### src/rtl/adc_seq_pkg.sv
package adc_seq_pkg;

    typedef enum logic [2:0] {
        ST_IDLE,
        ST_ACQ,
        ST_HOLD,
        ST_CONV,
        ST_DISCH
    } seq_state_e;

    // acquisition length in conversion-clock ticks per select code
    function automatic logic [4:0] acq_ticks(input logic [2:0] sel);
        logic [4:0] n;
        unique case (sel)
            3'd0: n = 5'd0;
            3'd1: n = 5'd2;
            3'd2: n = 5'd4;
            3'd3: n = 5'd6;
            3'd4: n = 5'd8;
            3'd5: n = 5'd12;
            3'd6: n = 5'd16;
            default: n = 5'd20;
        endcase
        return n;
    endfunction

endpackage

### src/rtl/adc_tick_div.sv
module adc_tick_div #(
    parameter int DIVW = 4
) (
    input  logic            clk,
    input  logic            rst_n,
    input  logic [DIVW-1:0] div_i,
    output logic            tick_o
);

    logic [DIVW-1:0] cnt_q;

    assign tick_o = (cnt_q >= div_i);

    always_ff @(posedge clk or negedge rst_n) begin
        if (!rst_n)      cnt_q <= '0;
        else if (tick_o) cnt_q <= '0;
        else             cnt_q <= cnt_q + 1'b1;
    end

    // two ticks are never adjacent unless the divider is zero
    p_tick_gap_r11: assert property (@(posedge clk) disable iff (!rst_n)
        (tick_o && div_i != '0) |=> (!tick_o || div_i == '0));

endmodule

### src/rtl/adc_sar_reg.sv
module adc_sar_reg #(
    parameter int W = 10
) (
    input  logic         clk,
    input  logic         rst_n,
    input  logic         clr_i,
    input  logic         init_i,
    input  logic         step_i,
    input  logic         cmp_i,
    output logic [W-1:0] code_o,
    output logic [W-1:0] resolved_o,
    output logic         last_o
);

    localparam logic [W-1:0] TOP_BIT = {1'b1, {(W-1){1'b0}}};

    logic [W-1:0] code_q;
    logic [W-1:0] mask_q;

    assign code_o     = code_q;
    assign last_o     = mask_q[0];
    assign resolved_o = cmp_i ? code_q : (code_q & ~mask_q);

    always_ff @(posedge clk or negedge rst_n) begin
        if (!rst_n) begin
            code_q <= '0;
            mask_q <= '0;
        end else if (clr_i) begin
            code_q <= '0;
            mask_q <= '0;
        end else if (init_i) begin
            code_q <= TOP_BIT;
            mask_q <= TOP_BIT;
        end else if (step_i) begin
            code_q <= resolved_o | (mask_q >> 1);
            mask_q <= mask_q >> 1;
        end
    end

    // at most one trial bit is under test at any time
    p_mask_onehot_r5: assert property (@(posedge clk) disable iff (!rst_n)
        $onehot0(mask_q));

endmodule

### src/rtl/adc_sar_sequencer.sv
module adc_sar_sequencer
    import adc_seq_pkg::*;
#(
    parameter int RES_W = 10,
    parameter int REG_W = 16,
    parameter int DIVW  = 4
) (
    input  logic             clk,
    input  logic             rst_n,
    input  logic             en_i,
    input  logic             go_set_i,
    input  logic             go_clr_i,
    input  logic [2:0]       acq_sel_i,
    input  logic [DIVW-1:0]  div_i,
    input  logic             cmp_i,
    input  logic             res_wr_i,
    input  logic [REG_W-1:0] res_wdata_i,
    input  logic             flag_clr_i,
    output logic             busy_o,
    output logic             sample_o,
    output logic             discharge_o,
    output logic [RES_W-1:0] dac_code_o,
    output logic [REG_W-1:0] result_o,
    output logic             flag_o
);

    localparam int          PHW       = 5;
    localparam logic [PHW-1:0] DIS_TICKS = PHW'(2);

    seq_state_e     state_q, state_d;
    logic [PHW-1:0] ph_cnt_q;
    logic [4:0]     acq_n_q;
    logic           busy_q, en_q, flag_q;
    logic [REG_W-1:0] result_q;

    logic             tick;
    logic [RES_W-1:0] sar_code, sar_resolved;
    logic             sar_last;
    logic             active, abort, done;
    logic             sar_clr, sar_init, sar_step;

    adc_tick_div #(.DIVW(DIVW)) u_div (
        .clk    (clk),
        .rst_n  (rst_n),
        .div_i  (div_i),
        .tick_o (tick)
    );

    adc_sar_reg #(.W(RES_W)) u_sar (
        .clk        (clk),
        .rst_n      (rst_n),
        .clr_i      (sar_clr),
        .init_i     (sar_init),
        .step_i     (sar_step),
        .cmp_i      (cmp_i),
        .code_o     (sar_code),
        .resolved_o (sar_resolved),
        .last_o     (sar_last)
    );

    assign active = (state_q == ST_ACQ) || (state_q == ST_HOLD) || (state_q == ST_CONV);
    assign abort  = active && (go_clr_i || !en_i);
    assign done   = (state_q == ST_CONV) && tick && sar_last && !abort;

    // next-state logic
    always_comb begin
        state_d = state_q;
        unique case (state_q)
            ST_IDLE: begin
                if (busy_q && en_i && !go_clr_i)
                    state_d = (acq_ticks(acq_sel_i) == 5'd0) ? ST_HOLD : ST_ACQ;
            end
            ST_ACQ: begin
                if (abort)                                        state_d = ST_DISCH;
                else if (tick && ph_cnt_q == PHW'(acq_n_q - 5'd1)) state_d = ST_HOLD;
            end
            ST_HOLD: begin
                if (abort)     state_d = ST_DISCH;
                else if (tick) state_d = ST_CONV;
            end
            ST_CONV: begin
                if (abort)                 state_d = ST_DISCH;
                else if (tick && sar_last) state_d = ST_DISCH;
            end
            ST_DISCH: begin
                if (tick && ph_cnt_q == DIS_TICKS - 1'b1) state_d = ST_IDLE;
            end
            default: state_d = ST_IDLE;
        endcase
    end

    // state register and phase counter
    always_ff @(posedge clk or negedge rst_n) begin
        if (!rst_n) begin
            state_q  <= ST_IDLE;
            ph_cnt_q <= '0;
            acq_n_q  <= '0;
        end else begin
            state_q <= state_d;
            if (state_d != state_q) ph_cnt_q <= '0;
            else if (tick)          ph_cnt_q <= ph_cnt_q + 1'b1;
            if (state_q == ST_IDLE) acq_n_q <= acq_ticks(acq_sel_i);
        end
    end

    // software-visible registers
    always_ff @(posedge clk or negedge rst_n) begin
        if (!rst_n) begin
            en_q     <= 1'b0;
            busy_q   <= 1'b0;
            flag_q   <= 1'b0;
            result_q <= '0;
        end else begin
            en_q <= en_i;
            if (go_clr_i || !en_i || done)   busy_q <= 1'b0;
            else if (go_set_i && en_q)       busy_q <= 1'b1;
            if (done)            flag_q <= 1'b1;
            else if (flag_clr_i) flag_q <= 1'b0;
            if (done)
                result_q <= {{(REG_W-RES_W){1'b0}}, sar_resolved};
            else if (res_wr_i && state_q == ST_IDLE && !busy_q)
                result_q <= res_wdata_i;
        end
    end

    // outputs and datapath controls
    always_comb begin
        sar_clr     = (state_q == ST_IDLE) || (state_q == ST_DISCH);
        sar_init    = (state_q == ST_HOLD) && tick && !abort;
        sar_step    = (state_q == ST_CONV) && tick && !abort;
        sample_o    = !((state_q == ST_HOLD) || (state_q == ST_CONV));
        discharge_o = (state_q == ST_DISCH);
        dac_code_o  = (state_q == ST_CONV) ? sar_code : '0;
        busy_o      = busy_q;
        flag_o      = flag_q;
        result_o    = result_q;
    end

    // a start without prior enable does not set busy
    p_start_gate_r2: assert property (@(posedge clk) disable iff (!rst_n)
        (go_set_i && !en_q && !busy_q) |=> !busy_o);

    // a completed conversion leaves busy low and the flag high
    p_done_flag_r6: assert property (@(posedge clk) disable iff (!rst_n)
        (state_q == ST_CONV && state_d == ST_DISCH && !go_clr_i && en_i)
            |=> (flag_o && !busy_o && sample_o));

    // an abort does not touch the result
    p_abort_keeps_r7: assert property (@(posedge clk) disable iff (!rst_n)
        (active && go_clr_i) |=> $stable(result_o));

    // the result changes only on completion or an idle write
    p_result_src_r10: assert property (@(posedge clk) disable iff (!rst_n)
        !$stable(result_o) |-> ($past(state_q) == ST_CONV || $past(state_q) == ST_IDLE));

    // discharge never runs past its tick count
    p_disch_len_r8: assert property (@(posedge clk) disable iff (!rst_n)
        (state_q == ST_DISCH) |-> (ph_cnt_q < DIS_TICKS));

    // a trial code is always presented during conversion
    p_dac_live_r5: assert property (@(posedge clk) disable iff (!rst_n)
        (state_q == ST_CONV) |-> (dac_code_o != '0));

endmodule

### config.mk
export PLATFORM = sky130hd
export DESIGN_NAME = adc_sar_sequencer
export DESIGN_NICKNAME = d
export VERILOG_FILES = /design/src/rtl/adc_seq_pkg.sv /design/src/rtl/adc_tick_div.sv /design/src/rtl/adc_sar_reg.sv /design/src/rtl/adc_sar_sequencer.sv
export SDC_FILE = /design/constraint.sdc
export NUM_CORES = 1
export LEC_CHECK = 0
export BUFFER_PORTS_ARGS = -buffer_cell sky130_fd_sc_hd__buf_2
export CAP_MARGIN = 25
export CORE_UTILIZATION = 45
export CTS_BUF_LIST = sky130_fd_sc_hd__clkbuf_16
export CTS_CLUSTER_SIZE = 40
export DETAILED_ROUTE_END_ITERATION = 7
export PLACE_DENSITY = 0.68
export SLEW_MARGIN = 20
export SYNTH_ARGS = -nofsm -noshare
export SYNTH_HDL_FRONTEND = slang
export SYNTH_SLANG_ARGS = --single-unit
### constraint.sdc
create_clock -name clk -period 4.2 [get_ports clk]
set_clock_uncertainty 0.15 [all_clocks]
set_input_delay 0.84 -clock clk [delete_from_list [all_inputs] [get_ports clk]]
set_output_delay 0.84 -clock clk [all_outputs]
set_load 0.02 [all_outputs]
==> flow_metrics.env <==
export IMPL_cts_hold_buf=0
export IMPL_cp_end_kind="output port"
export IMPL_power_switching_uw=630
export IMPL_synthesis_area_sq_um=2890
export IMPL_synth_seq_cells=55
export IMPL_crit_buf_inv=1
export IMPL_portBuffers=60
export IMPL_seq_power_share=0.413
export IMPL_slowest_stage="nor2b_1"
export IMPL_cp_data_arrival_time_ns=2.05
export IMPL_antenna_found_initial=0
export IMPL_die_y_microns=82.1
export IMPL_crit_required_ns=3.21
export IMPL_finalCriticalPeriod_ns=3.04
export IMPL_dp_hpwl_microns=4580
export IMPL_io_pins=61
export IMPL_ant_nets=0
export IMPL_insertion_delay_ns=0.30
export IMPL_cts_root_buf="clkbuf_16"
export IMPL_ir_worst_vdd_uv=298
export IMPL_hold_worst_slack_ns=0.337
export IMPL_nFillCells=540
export IMPL_fin_tns_setup_ns=0
export IMPL_cts_num_sinks=55
export IMPL_placementRows=28
export IMPL_slew_violations=0
export IMPL_crit_type="reg2out"
export IMPL_syn_num_nets=327
export IMPL_die_width_microns=82.1
export IMPL_vias=2291
export IMPL_grt_use_total=0.204
export IMPL_drc=0
export IMPL_clk_pin_slew_ns=0.08
export IMPL_worst_slew_pin_slew_ns=0.797
export IMPL_p_clk_frac=0.243
export IMPL_p_leak_uw=0.00171
export IMPL_hold_violations=0
export IMPL_worst_slack_ns=1.16
export IMPL_slew_headroom=0.468
export IMPL_p_per_area_nw_per_um2=511
export IMPL_fin_nets=385
export IMPL_routedWlPerCell_microns=14.9
export IMPL_hold_path_class="reg2reg"
export IMPL_drive_gt1_frac=0.242
export IMPL_swShare=0.362
export IMPL_h_tree_depth=2
export IMPL_floorplan_initialDensity=0.476
export IMPL_cts_inserted_buffers=5
export IMPL_ys_async_sr_fraction=1.00
export IMPL_fin_crit_sh=0.725
export IMPL_pre_cts_ws_ns=1.05
export IMPL_max_freq_ghz=0.329
export IMPL_area_delta_synth_final_pct=18.0
export IMPL_path_cells="nor2b_1 -> and3_1 -> buf_2"
export IMPL_viasPerCell=5.43
export IMPL_dr_pass1_iters=4
export IMPL_ff_latch_area_sq_um=1380
export IMPL_diodes=0
export IMPL_cpLargestDelayFamily="simple AND/OR/NAND/NOR gates"
export IMPL_yosysSeqAreaShare=0.477
export IMPL_postCtsSetupBuffers=0
export IMPL_maxCapViolCount=0
export IMPL_ys_flop_type="dfrtp_1"
export IMPL_r2r_slack_ns=1.46
export IMPL_synth_edf_count=0
export IMPL_syn_inst=288
export IMPL_avgSynthCellArea_sq_um=10.0
export IMPL_rsz0062_at_grt="false"
export IMPL_yosys_warnings=0
export IMPL_grt_pass1_wl_microns=10200
export IMPL_cp_max_fo=15
export IMPL_multiInputGateArea_sq_um=1380
export IMPL_setup_viol=0
export IMPL_p_int_uw=1110
export IMPL_gp_congestion=0.831
export IMPL_core_area_sq_um=6060
export IMPL_dieArea_sq_um=6740
export IMPL_drt_iter0_drc=217
export IMPL_slowest_delay_ns=0.69
export IMPL_cts_tree="done"
export IMPL_postRouteWirelength_microns=6280
export IMPL_worst_setup_path_start_kind="register"
export IMPL_cts_repair_resized=0
export IMPL_status="complete, no violations"
export IMPL_grt_remaining_overflow=0
export IMPL_grt_max_degree=38
export IMPL_grt_pass1_vias=2103
export IMPL_combPwrFrac=0.344
export IMPL_ys_types=41
export IMPL_cts_path_max_buffers=2
-- sequential cells by signal, indices dropped and copies added (netlist names) --
register	count
u_sar.code_o	10
state_q	3
result_o	16
ph_cnt_q	5
u_div.cnt_q	4
busy_o	1
acq_n_q	4
flag_o	1
u_sar.mask_q	10
en_q	1
-- per-stage QoR --
step	util	cell area (sq um)	std cells	power [uW]
floorplan	-	2890	288	1160
global placement	0.537	3260	414	1320
finish	0.562	3410	422	1740
CTS	0.562	3410	422	1770
global route	0.562	3410	422	1870
detailed placement	0.537	3260	414	1340
-- cell usage in the layout (no fill, tap or decap), drive strengths merged, types with 2 or more instances in the layout --
cell type / instances
a31o: 2
or3: 4
dfrtp: 55
and3: 11
mux2i: 26
o31ai: 10
and2: 2
o21ai: 14
a21oi: 4
clkbuf: 5
a31oi: 9
inv: 20
nor3: 9
buf: 65
nand3: 5
nor2b: 7
a2111oi: 2
ha: 8
o22ai: 2
nand4: 5
nand2b: 4
nand2: 32
xor2: 8
nand3b: 3
nor2: 19
a211oi: 2
o21bai: 2
xnor2: 4
-- metal layers --
metal | wire length (microns) | up-vias | track usage | share of wire
li1 | - | 1124 | - | -
met1 | 2990 | 1095 | 0.292 | 0.48
met2 | 2880 | 68 | 0.315 | 0.46
met3 | 357 | 4 | 0.0473 | 0.057
met4 | 59 | 0 | 0.0474 | 0.0094
met5 | 0 | - | 0 | 0
-- power groups by stage --
| stage | combinational [uW] | sequential [uW] | clock, uW |
|---|---|---|---|
| after floorplan | 373 | 786 | 0 |
| final | 599 | 720 | 423 |
| after detailed placement | 605 | 731 | 0 |
| after global placement | 596 | 726 | 0 |
| after global routing | 682 | 736 | 456 |
| after CTS | 609 | 722 | 435 |
-- worst min-delay path, cell delays in order (launching register included) --
cell and delay, ns:
dfrtp_1 0.35, nand2_1 0.05, nand2_1 0.05
-- path summary, 6_finish.rpt --
path                       startpoint              end  depth (start not counted)
setup / recovery           state_q[1]    dac_code_o[9]                          3
hold / removal             acq_n_q[4]       acq_n_q[4]                          2
setup reg to reg           state_q[0]      result_o[7]                          5
hold reg to reg            acq_n_q[4]       acq_n_q[4]                          2
max in group asynchronous       rst_n  u_sar.code_o[9]                          2
min in group asynchronous       rst_n  u_sar.code_o[1]                          1
-- cell type report --
| class | count | area share |
|---|---|---|
| clock buffers | 5 | 0.0367 |
| clock inverters | 3 | 0.00735 |
| inverters | 18 | 0.0198 |
| multi-input cells | 201 | 0.405 |
| flip-flops and latches | 55 | 0.404 |
| well taps | 75 | 0.0276 |
| repair buffers | 65 | 0.0992 |
-- cell usage after synthesis, types with 2 or more instances --
library cell / number / area share
nand4_1: 4 / 0.0087
nand2b_1: 3 / 0.0065
a31oi_1: 9 / 0.020
xnor2_1: 4 / 0.012
ha_1: 8 / 0.035
o31ai_1: 10 / 0.026
a31o_2: 2 / 0.0061
o22ai_1: 2 / 0.0043
mux2i_1: 26 / 0.090
clkbuf_1: 8 / 0.010
o21bai_1: 2 / 0.0052
a21oi_1: 4 / 0.0069
o21ai_0: 14 / 0.024
nand3_1: 5 / 0.0087
inv_1: 18 / 0.023
a211oi_2: 2 / 0.0087
nor2b_1: 7 / 0.015
and3_1: 11 / 0.024
and2_1: 2 / 0.0043
nand2_1: 31 / 0.040
nor2_1: 18 / 0.023
buf_2: 5 / 0.0087
dfrtp_1: 55 / 0.48
nand3b_1: 3 / 0.0078
nor3_1: 9 / 0.016
or3_1: 4 / 0.0087
xor2_1: 8 / 0.024
-- cells by family (layout without fill, tap and decap cells) --
family,Yosys count,count (layout),synth area share
compound gates,51,51,0.130
xor+xnor,12,12,0.0364
fa+ha+maj,8,8,0.0347
buf+inv,32,91,0.0451
flops,55,55,0.477
mux,26,26,0.0902
simple gates,104,104,0.187
No activity file was read; power rests on OpenSTA's default activity.
